$ cat src/rtl/xlat_pkg.sv
package xlat_pkg;
    localparam int VA_W     = 32;
    localparam int OFF_W    = 12;
    localparam int VPN_W    = VA_W - OFF_W;
    localparam int PPN_W    = 8;
    localparam int PA_W     = PPN_W + OFF_W;
    localparam int TLB_N    = 4;
    localparam int IDX_W    = $clog2(TLB_N);
    localparam int PT_DEPTH = 16;
    localparam int PT_IW    = $clog2(PT_DEPTH);

    typedef enum logic [1:0] {ST_IDLE, ST_WALK, ST_ALLOC} xl_state_e;

    typedef struct packed {
        logic             vld;
        logic [VPN_W-1:0] vpn;
        logic [PPN_W-1:0] ppn;
    } tlb_ent_t;

    typedef struct packed {
        logic             vld;
        logic [PPN_W-1:0] ppn;
    } pte_t;

    typedef struct packed {
        logic            tlb_hit;
        logic            pt_hit;
        logic            fault;
        logic [PA_W-1:0] pa;
    } xl_rsp_t;

    function automatic logic [PA_W-1:0] make_pa(input logic [PPN_W-1:0] ppn,
                                                input logic [VA_W-1:0]  va);
        return {ppn, va[OFF_W-1:0]};
    endfunction

    function automatic logic [PT_IW-1:0] pt_index(input logic [VA_W-1:0] va);
        return va[OFF_W +: PT_IW];
    endfunction
endpackage

$ cat src/rtl/tlb_age.sv
module tlb_age
    import xlat_pkg::*;
(
    input  logic             clk,
    input  logic             rst,
    input  logic             touch_en,
    input  logic [IDX_W-1:0] touch_idx,
    output logic [IDX_W-1:0] oldest_idx
);
    logic [IDX_W-1:0] age_q [TLB_N];
    logic [IDX_W-1:0] touch_age;

    assign touch_age = age_q[touch_idx];

    for (genvar i = 0; i < TLB_N; i++) begin : g_age
        always_ff @(posedge clk) begin
            if (rst) begin
                age_q[i] <= IDX_W'(i);
            end else if (touch_en) begin
                if (touch_idx == IDX_W'(i))
                    age_q[i] <= '0;
                else if (age_q[i] < touch_age)
                    age_q[i] <= age_q[i] + 1'b1;
            end
        end
    end

    always_comb begin
        oldest_idx = '0;
        for (int i = 0; i < TLB_N; i++)
            if (age_q[i] == IDX_W'(TLB_N - 1)) oldest_idx = IDX_W'(i);
    end

    logic [TLB_N-1:0] age_seen;
    always_comb begin
        age_seen = '0;
        for (int i = 0; i < TLB_N; i++) age_seen[age_q[i]] = 1'b1;
    end


    age_perm_chk: assert property (@(posedge clk) disable iff (rst)
        age_seen == {TLB_N{1'b1}});


    touch_young_chk: assert property (@(posedge clk) disable iff (rst)
        touch_en |=> age_q[$past(touch_idx)] == '0);
endmodule

$ cat src/rtl/tlb_store.sv
module tlb_store
    import xlat_pkg::*;
(
    input  logic             clk,
    input  logic             rst,
    input  logic [VPN_W-1:0] lk_vpn,
    output logic             hit,
    output logic [IDX_W-1:0] hit_idx,
    output logic [PPN_W-1:0] hit_ppn,
    input  logic [IDX_W-1:0] oldest_idx,
    output logic [IDX_W-1:0] victim_idx,
    input  logic             wr_en,
    input  logic [IDX_W-1:0] wr_idx,
    input  logic [VPN_W-1:0] wr_vpn,
    input  logic [PPN_W-1:0] wr_ppn
);
    tlb_ent_t         ent_q [TLB_N];
    logic [TLB_N-1:0] match;

    for (genvar i = 0; i < TLB_N; i++) begin : g_ent
        assign match[i] = ent_q[i].vld && (ent_q[i].vpn == lk_vpn);

        always_ff @(posedge clk) begin
            if (rst)
                ent_q[i].vld <= 1'b0;
            else if (wr_en && wr_idx == IDX_W'(i))
                ent_q[i] <= '{vld: 1'b1, vpn: wr_vpn, ppn: wr_ppn};
        end
    end

    always_comb begin
        hit_idx = '0;
        for (int i = 0; i < TLB_N; i++)
            if (match[i]) hit_idx = IDX_W'(i);
    end

    assign hit     = |match;
    assign hit_ppn = ent_q[hit_idx].ppn;

    always_comb begin
        victim_idx = oldest_idx;
        for (int i = TLB_N - 1; i >= 0; i--)
            if (!ent_q[i].vld) victim_idx = IDX_W'(i);
    end


    one_match_chk: assert property (@(posedge clk) disable iff (rst)
        $onehot0(match));
endmodule

$ cat src/rtl/page_store.sv
module page_store
    import xlat_pkg::*;
(
    input  logic             clk,
    input  logic             rst,
    input  logic             cfg_we,
    input  logic [PT_IW-1:0] cfg_idx,
    input  pte_t             cfg_pte,
    input  logic             top_we,
    input  logic [PPN_W-1:0] top_val,
    input  logic [PT_IW-1:0] rd_idx,
    output pte_t             rd_pte,
    input  logic             alloc_en,
    output logic [PPN_W-1:0] alloc_ppn
);
    pte_t             pt_q [PT_DEPTH];
    logic [PPN_W-1:0] top_q;

    assign alloc_ppn = top_q + 1'b1;
    assign rd_pte    = pt_q[rd_idx];

    for (genvar i = 0; i < PT_DEPTH; i++) begin : g_pte
        always_ff @(posedge clk) begin
            if (rst)
                pt_q[i] <= '0;
            else if (alloc_en && rd_idx == PT_IW'(i))
                pt_q[i] <= '{vld: 1'b1, ppn: alloc_ppn};
            else if (cfg_we && cfg_idx == PT_IW'(i))
                pt_q[i] <= cfg_pte;
        end
    end

    always_ff @(posedge clk) begin
        if (rst)           top_q <= '0;
        else if (alloc_en) top_q <= alloc_ppn;
        else if (top_we)   top_q <= top_val;
    end


    top_step_chk: assert property (@(posedge clk) disable iff (rst)
        alloc_en |=> top_q == $past(top_q) + 1'b1);


    alloc_mark_chk: assert property (@(posedge clk) disable iff (rst)
        alloc_en |=> pt_q[$past(rd_idx)].vld && pt_q[$past(rd_idx)].ppn == top_q);
endmodule

$ cat src/rtl/vtrans_unit.sv
module vtrans_unit
    import xlat_pkg::*;
(
    input  logic                     clk,
    input  logic                     rst,
    input  logic                     cfg_pt_we,
    input  logic [PT_IW-1:0]         cfg_pt_idx,
    input  logic                     cfg_pt_vld,
    input  logic [PPN_W-1:0]         cfg_pt_ppn,
    input  logic                     cfg_top_we,
    input  logic [PPN_W-1:0]         cfg_top_ppn,
    input  logic                     req_valid,
    output logic                     req_ready,
    input  logic [VA_W-1:0]          req_va,
    output logic                     rsp_valid,
    output logic [PA_W-1:0]          rsp_pa,
    output logic                     rsp_tlb_hit,
    output logic                     rsp_pt_hit,
    output logic                     rsp_fault
);
    xl_state_e        state_q;
    logic [VA_W-1:0]  va_q;
    xl_rsp_t          rsp_q;
    logic             rsp_vld_q;

    logic             hit;
    logic [IDX_W-1:0] hit_idx, victim_idx, oldest_idx, touch_idx;
    logic [PPN_W-1:0] hit_ppn, alloc_ppn, fill_ppn;
    pte_t             rd_pte;
    logic             accept, walk_fill, alloc_en, fill_en, touch_en;

    assign req_ready = (state_q == ST_IDLE);
    assign accept    = req_valid && req_ready;
    assign walk_fill = (state_q == ST_WALK) && rd_pte.vld;
    assign alloc_en  = (state_q == ST_ALLOC);
    assign fill_en   = walk_fill || alloc_en;
    assign fill_ppn  = alloc_en ? alloc_ppn : rd_pte.ppn;
    assign touch_en  = (accept && hit) || fill_en;
    assign touch_idx = fill_en ? victim_idx : hit_idx;

    tlb_store u_store (
        .clk        (clk),
        .rst        (rst),
        .lk_vpn     (req_va[VA_W-1:OFF_W]),
        .hit        (hit),
        .hit_idx    (hit_idx),
        .hit_ppn    (hit_ppn),
        .oldest_idx (oldest_idx),
        .victim_idx (victim_idx),
        .wr_en      (fill_en),
        .wr_idx     (victim_idx),
        .wr_vpn     (va_q[VA_W-1:OFF_W]),
        .wr_ppn     (fill_ppn)
    );

    tlb_age u_age (
        .clk        (clk),
        .rst        (rst),
        .touch_en   (touch_en),
        .touch_idx  (touch_idx),
        .oldest_idx (oldest_idx)
    );

    page_store u_pt (
        .clk       (clk),
        .rst       (rst),
        .cfg_we    (cfg_pt_we),
        .cfg_idx   (cfg_pt_idx),
        .cfg_pte   ('{vld: cfg_pt_vld, ppn: cfg_pt_ppn}),
        .top_we    (cfg_top_we),
        .top_val   (cfg_top_ppn),
        .rd_idx    (pt_index(va_q)),
        .rd_pte    (rd_pte),
        .alloc_en  (alloc_en),
        .alloc_ppn (alloc_ppn)
    );

    always_ff @(posedge clk) begin
        if (rst) begin
            state_q   <= ST_IDLE;
            va_q      <= '0;
            rsp_vld_q <= 1'b0;
            rsp_q     <= '0;
        end else begin
            rsp_vld_q <= 1'b0;
            unique case (state_q)
                ST_IDLE: if (accept) begin
                    va_q <= req_va;
                    if (hit) begin
                        rsp_vld_q <= 1'b1;
                        rsp_q     <= '{tlb_hit: 1'b1, pt_hit: 1'b0, fault: 1'b0,
                                       pa: make_pa(hit_ppn, req_va)};
                    end else begin
                        state_q <= ST_WALK;
                    end
                end
                ST_WALK: if (rd_pte.vld) begin
                    rsp_vld_q <= 1'b1;
                    rsp_q     <= '{tlb_hit: 1'b0, pt_hit: 1'b1, fault: 1'b0,
                                   pa: make_pa(rd_pte.ppn, va_q)};
                    state_q   <= ST_IDLE;
                end else begin
                    state_q <= ST_ALLOC;
                end
                ST_ALLOC: begin
                    rsp_vld_q <= 1'b1;
                    rsp_q     <= '{tlb_hit: 1'b0, pt_hit: 1'b0, fault: 1'b1,
                                   pa: make_pa(alloc_ppn, va_q)};
                    state_q   <= ST_IDLE;
                end
                default: state_q <= ST_IDLE;
            endcase
        end
    end

    assign rsp_valid   = rsp_vld_q;
    assign rsp_pa      = rsp_q.pa;
    assign rsp_tlb_hit = rsp_q.tlb_hit;
    assign rsp_pt_hit  = rsp_q.pt_hit;
    assign rsp_fault   = rsp_q.fault;


    hit_latency_chk: assert property (@(posedge clk) disable iff (rst)
        (accept && hit) |=> rsp_valid && rsp_tlb_hit);


    offset_keep_chk: assert property (@(posedge clk) disable iff (rst)
        (accept && hit) |=> rsp_pa[OFF_W-1:0] == $past(req_va[OFF_W-1:0]));


    one_flag_chk: assert property (@(posedge clk) disable iff (rst)
        rsp_valid |-> $countones({rsp_tlb_hit, rsp_pt_hit, rsp_fault}) == 1);


    busy_ready_chk: assert property (@(posedge clk) disable iff (rst)
        (accept && !hit) |=> !req_ready);
endmodule

$ cat config.mk
export PLATFORM = sky130hd
export DESIGN_NAME = vtrans_unit
export DESIGN_NICKNAME = d
export VERILOG_FILES = /design/src/rtl/xlat_pkg.sv /design/src/rtl/tlb_age.sv /design/src/rtl/tlb_store.sv /design/src/rtl/page_store.sv /design/src/rtl/vtrans_unit.sv
export SDC_FILE = /design/constraint.sdc
export NUM_CORES = 1
export LEC_CHECK = 0
export BUFFER_PORTS_ARGS = -buffer_cell sky130_fd_sc_hd__buf_2
export CAP_MARGIN = 20
export CORE_UTILIZATION = 33
export CTS_BUF_LIST = sky130_fd_sc_hd__clkbuf_8
export CTS_CLUSTER_DIAMETER = 30
export CTS_CLUSTER_SIZE = 20
export DETAILED_ROUTE_END_ITERATION = 16
export GPL_ROUTABILITY_DRIVEN = 0
export PLACE_DENSITY = 0.47
export SYNTH_ARGS = -nofsm -noshare
export SYNTH_HDL_FRONTEND = slang
export SYNTH_SLANG_ARGS = --single-unit
$ cat constraint.sdc
create_clock -name clk -period 10.72 [get_ports clk]
set_input_delay 1.072 -clock clk [delete_from_list [all_inputs] [get_ports clk]]
set_output_delay 1.072 -clock clk [all_outputs]
set_load 0.01 [all_outputs]
======== Word-level counts from Yosys, hierarchy flattened ========
Memory sizes are Yosys's and may differ from the RTL's. A register that Yosys moved wholly into a read port is not among the register bits.
Cells that the tools add are included.
word-level totals
  bits in registers ....................... 66
  memory bits (writable) .................. 268
  input port bits ......................... 58
  output and inout bits ................... 25
  word-level logic and storage cells ...... 403
  memories ................................ 3
cells by class
  add/subtract/negate cells ............... 5
  magnitude comparators ................... 4
  eq/ne operators ......................... 49
  muxes and demuxes ....................... 234
  bitwise operators ....................... 44
  reduce and logical (&&, ||, !) cells .... 56
memories
  memory         words  width  rd ports  clocked after memory_dff  write ports  line              text
  u_pt.pt_q      16     9      1         1                         16           page_store.sv:16  pte_t pt_q [PT_DEPTH];
  u_store.ent_q  4      29     5         0                         4            tlb_store.sv:17   tlb_ent_t ent_q [TLB_N];
  u_age.age_q    4      2      5         0                         4            tlb_age.sv:10     logic [IDX_W-1:0] age_q [TLB_N];
operators with widths
  kind                                           count
  two-way mux 9 bit                              32
  two-way mux 1 bit                              171
  == test 20 bit                                 4
  two-way mux 23 bit                             3
  one-hot mux 23 bit (3 select lines)            1
  == test 4 bit, second input constant           16
  bitwise OR 1 bit                               44
  logical AND 1 bit                              43
  two-way mux 2 bit                              20
  == test 4 x 3 -> 1 bit, second input constant  8
  two-way mux 8 bit                              3
  == test 2 bit, second input constant           8
  == test 4 x 2 -> 1 bit, second input constant  4
  adder 2 x 1 -> 2 bit, second input constant    4
  adder 8 x 1 -> 8 bit, second input constant    1
  == test 4 x 1 -> 1 bit, second input constant  2
  logical NOT 4 bit                              2
  < comparator 2 bit                             4
  two-way mux 4 bit                              2
  == test 2 x 1 -> 1 bit, second input constant  3
  logical NOT 2 bit                              3
  != test 2 x 1 -> 1 bit, second input constant  2
  != test 2 bit, second input constant           2
  one-hot mux 2 bit (2 select lines)             1
  7 further kinds                                9

======== Logic depth before layout (Yosys ltp) ========
An unclocked memory read counts as a cell.
  word-level depth ........................ 18
  depth in mapped cells ................... 13
  gate-level depth less buffers ........... 11

======== Cells and area by module ========
Synthesis repeated with hierarchy kept, for this count alone.
unflattened totals
  cell total of the unflattened synthesis .. 1344
  area total of the unflattened synthesis .. 16479.6 um^2
by module, submodules not included
  module       times used  cells an instance  area each (um^2)  seq. area each (um^2)
  page_store   1           674                8226.6            4484.3
  tlb_store    1           300                4941.0            3473.3
  vtrans_unit  1           303                2608.8            1161.1
  tlb_age      1           67                 703.2             240.2

======== Worst setup path after synthesis ========
Ideal clock, no wire load.
  path type ............................... input -> register
  from .................................... input rst
  to ...................................... memory u_store.ent_q[0][28] in the netlist's numbering (data pin)
  setup time .............................. 0.589 ns
  data arrival time ....................... 3.835 ns
  data required time ...................... 10.131 ns
  slack ................................... 6.297 ns
  stages .................................. 5
  path buffers ............................ 4
  cell sequence ........................... clkbuf_1 clkbuf_1 clkbuf_1 clkbuf_1 nor3_1
RTL lines
  item                line              text
  start: declaration  vtrans_unit.sv:5  input logic rst,
  end: declaration    tlb_store.sv:17

==> results.sh <==
export IMPL_wire_length_of_the_first_global_routing_pass_um=73900
export IMPL_unrepaired_setup_endpoints_after_global_routing="false"
export IMPL_multiInputGateArea_um2=6340
export IMPL_floorplan_die_area_um2=49900
export IMPL_drc=0
export IMPL_power_share_switching_pct=25.4
export IMPL_tritoncts="built"
export IMPL_grt_max_degree=69
export IMPL_layout_common_cells="sky130_fd_sc_hd__nand2_1 (280), sky130_fd_sc_hd__edfxtp_1 (267), sky130_fd_sc_hd__o21ai_0 (131)"
export IMPL_p_sw_uw=921
export IMPL_worst_ep_required_time_ns=11.02
export IMPL_layout_cells_most_common="sky130_fd_sc_hd__nand2_1"
export IMPL_root_buffer="sky130_fd_sc_hd__clkbuf_8"
export IMPL_power_frac_seq_pct=41.7
export IMPL_critical_path_top_delay_family="compound AO/OA/AOI/OAI gates"
export IMPL_critical_path_endpoint_type="flip-flop"
export IMPL_run_status="finished clean"
export IMPL_start_util_pct=33.7
export IMPL_setup_tns_ns=0
export IMPL_crit_chain="buf_4 -> mux2_2 -> o221ai_1 -> o221ai_2 -> and2_1 -> a31o_2 -> mux2_1 -> mux2i_2 -> or2_1 -> maj3_2 -> o31ai_1"
export IMPL_timing_max_slew_rel_slack_pct=26.9
export IMPL_post_route_design_area_um2=19200
export IMPL_clock_sinks=338
export IMPL_utilization_after_layout_pct=40.0
export IMPL_postCtsSetupBuffers=0
export IMPL_min_path_type="flip-flop to flip-flop"
export IMPL_timing_critical_path_arrival_ns=4.55
export IMPL_n_antenna_cell=0
export IMPL_fp_row_count=80
export IMPL_power_density_nw_per_um2=189
export IMPL_area_growth_synth_to_final_pct=18.7
export IMPL_via_count_of_the_first_global_routing_pass=11713
export IMPL_die_height_um=223
export IMPL_total_count_of_hold_check_failures_in_the_final_report=0
export IMPL_power_share_clock_pct=49.0
export IMPL_cts_buffers_inserted=89
export IMPL_postSynth_topFlopCell="sky130_fd_sc_hd__edfxtp_1"
export IMPL_detailedRoute_firstIterationViolations=1011
export IMPL_timing_critical_path_fanout_max=38
export IMPL_clk_latency_ns=0.66
export IMPL_tightestPinTransition_ns=1.10
export IMPL_post_synth_cell_area_avg_um2=11.3
export IMPL_synth_cell_type_count=72
export IMPL_mappedNetlistArea_um2=16200
export IMPL_finish_net_count=1599
export IMPL_final_max_slew_viol_count=0
export IMPL_detail_route_wirelength_um=49000
export IMPL_worst_path_max_delay_cell="sky130_fd_sc_hd__buf_4"
export IMPL_combinational_group_share_of_total_power_pct=9.4
export IMPL_ys_async_sr_fraction_pct=0
export IMPL_synth_seq_area_share_pct=58.3
export IMPL_post_route_min_period_ns=4.25
export IMPL_setup_worst_path_start_class="flip-flop"
export IMPL_gr_usage_all_layers_pct=20.0
export IMPL_die_width_um=223
export IMPL_clkSlewWorstSetupHoldPaths_ns=0.07
export IMPL_p_leak_nw=6.81
export IMPL_synthCells=1429
export IMPL_initial_antenna_violation_count=0
export IMPL_timing_critical_path_buf_inv=1
export IMPL_drt_pre_antenna_iters=6
export IMPL_layout_area_seq_um2=9440
export IMPL_max_cap_violations=0
export IMPL_postCtsHoldBufs=0
export IMPL_final_fill_count=4633
export IMPL_port_buffer_count=82
export IMPL_postCtsResizedCells=0
export IMPL_htree_levels=3
export IMPL_grt_overflow_total=0
export IMPL_vdd_drop_max_uv=91.2
export IMPL_synth_warnings=0
export IMPL_p_int_mw=2.71
export IMPL_ys_seq_elements=338
export IMPL_synth_edf_count=267
export IMPL_core_area_um2=48000
export IMPL_cts_root_to_sink_buffers=3
export IMPL_io_pins=83
export IMPL_fin_skew_ns=0.0454
export IMPL_finalCritPeriodShare_pct=39.6
export IMPL_worst_setup_path_type="flip-flop to flip-flop"
export IMPL_route_detailed_vias_per_inst=5.25
export IMPL_stage_delay_of_the_slowest_cell_on_the_critical_path_ns=0.63
export IMPL_place_area_um2=17200
export IMPL_route_antenna_remaining_nets=0
export IMPL_clock_fmax_mhz=235
export IMPL_drive_above_1_share_pct=21.4
export IMPL_mappedNetlistNets=1496
export IMPL_final_setup_viol_count=0
export IMPL_dr_total_vias=11652
export IMPL_place_detailed_hpwl_um=32300
export IMPL_routed_wire_length_per_instance_um=22.1
==> power groups by stage <==
stage                     logic [mW]  registers [mW]  clock network, mW
after floorplan                0.219            1.53                  0
after global placement         0.339            1.54                  0
after detailed placement       0.342            1.54                  0
after CTS                      0.343            1.51               1.82
after global routing           0.369            1.52               1.88
final                          0.340            1.51               1.78
==> through the flow <==
step	worst slack, ns	power [mW]	hold slack [ns]	cells
global placement	6.19	1.88	0.442	2048
CTS	6.48	3.67	0.456	2218
floorplan	6.30	1.75	0.437	1429
detailed placement	6.09	1.88	0.449	2054
global route	6.29	3.77	0.479	2220
finish	6.47	3.63	0.453	2220
==> Yosys cell counts (all sizes together) (3+ instances only) <==
cell type | instances | share of area [%]
a31oi | 9 | 0.35
a211oi | 30 | 1.4
nand2 | 280 | 6.5
and3 | 7 | 0.27
o221ai | 3 | 0.24
and2 | 6 | 0.23
buf | 28 | 1.0
mux4 | 42 | 5.8
nor4 | 14 | 0.54
or2 | 10 | 0.39
mux2 | 14 | 0.97
xnor2 | 55 | 3.3
nand3 | 20 | 0.62
ha | 9 | 0.70
nor3b | 4 | 0.19
o21bai | 4 | 0.19
dfxtp | 71 | 8.8
inv | 13 | 0.30
nor2b | 15 | 0.58
nor3 | 23 | 0.71
mux2i | 20 | 1.3
nand4 | 21 | 0.81
nand3b | 3 | 0.14
nor4b | 4 | 0.26
edfxtp | 267 | 50
a21oi | 70 | 2.2
clkbuf | 70 | 1.6
o21ai | 135 | 4.2
nor2 | 79 | 1.9
xor2 | 32 | 1.7
nand2b | 20 | 0.77
o22ai | 3 | 0.12
or3 | 16 | 0.62
==> path summary, 6_finish.rpt <==
kind                  start                end  slack [ns]  depth (start not counted)
hold reg to reg     va_q[5]            va_q[5]        0.45                          2
setup / recovery  flip-flop  u_age.age_q[1][1]        6.47                         11
setup reg to reg  flip-flop  u_age.age_q[1][1]        6.47                         11
hold / removal      va_q[5]            va_q[5]        0.45                          2
==> cells by family after synthesis <==
logic type / share of synthesized area [%]
fa+ha+maj: 0.827
xor+xnor: 5.08
flops: 58.3
simple gates: 14.8
buf+inv: 2.97
mux: 8.08
compound gates: 9.90
==> worst min-delay path: stages (launching register included) <==
cell and delay, ns:
sky130_fd_sc_hd__dfxtp_1 0.30, sky130_fd_sc_hd__nand2_1 0.05, sky130_fd_sc_hd__a21oi_1 0.05
==> registers in the layout (all words and copies together) (netlist names), named ones only <==
register,flops
rsp_valid,1
va_q,32
state_q,2
rsp_tlb_hit,1
u_store.ent_q,116
u_age.age_q,8
u_pt.pt_q,144
rsp_pa,20
rsp_pt_hit,1
u_pt.top_q,8
rsp_fault,1
==> final cells by class <==
cell class / instances / share of cell area [%]
clock buffers: 98 / 7.02
clock inverters: 66 / 3.24
inverters: 14 / 0.273
multi-input cells: 979 / 33.0
flip-flops and latches: 338 / 49.1
repair buffers: 110 / 3.35
well taps: 615 / 4.00
==> layer usage <==
metal | track usage, % | vias up | wire, µm
li1 | - | 5430 | -
met1 | 26.1 | 5740 | 21400
met2 | 33.5 | 402 | 23900
met3 | 4.07 | 80 | 2840
met4 | 5.52 | 0 | 913
met5 | 0 | - | 0
Power figures use the tool's default switching activity.
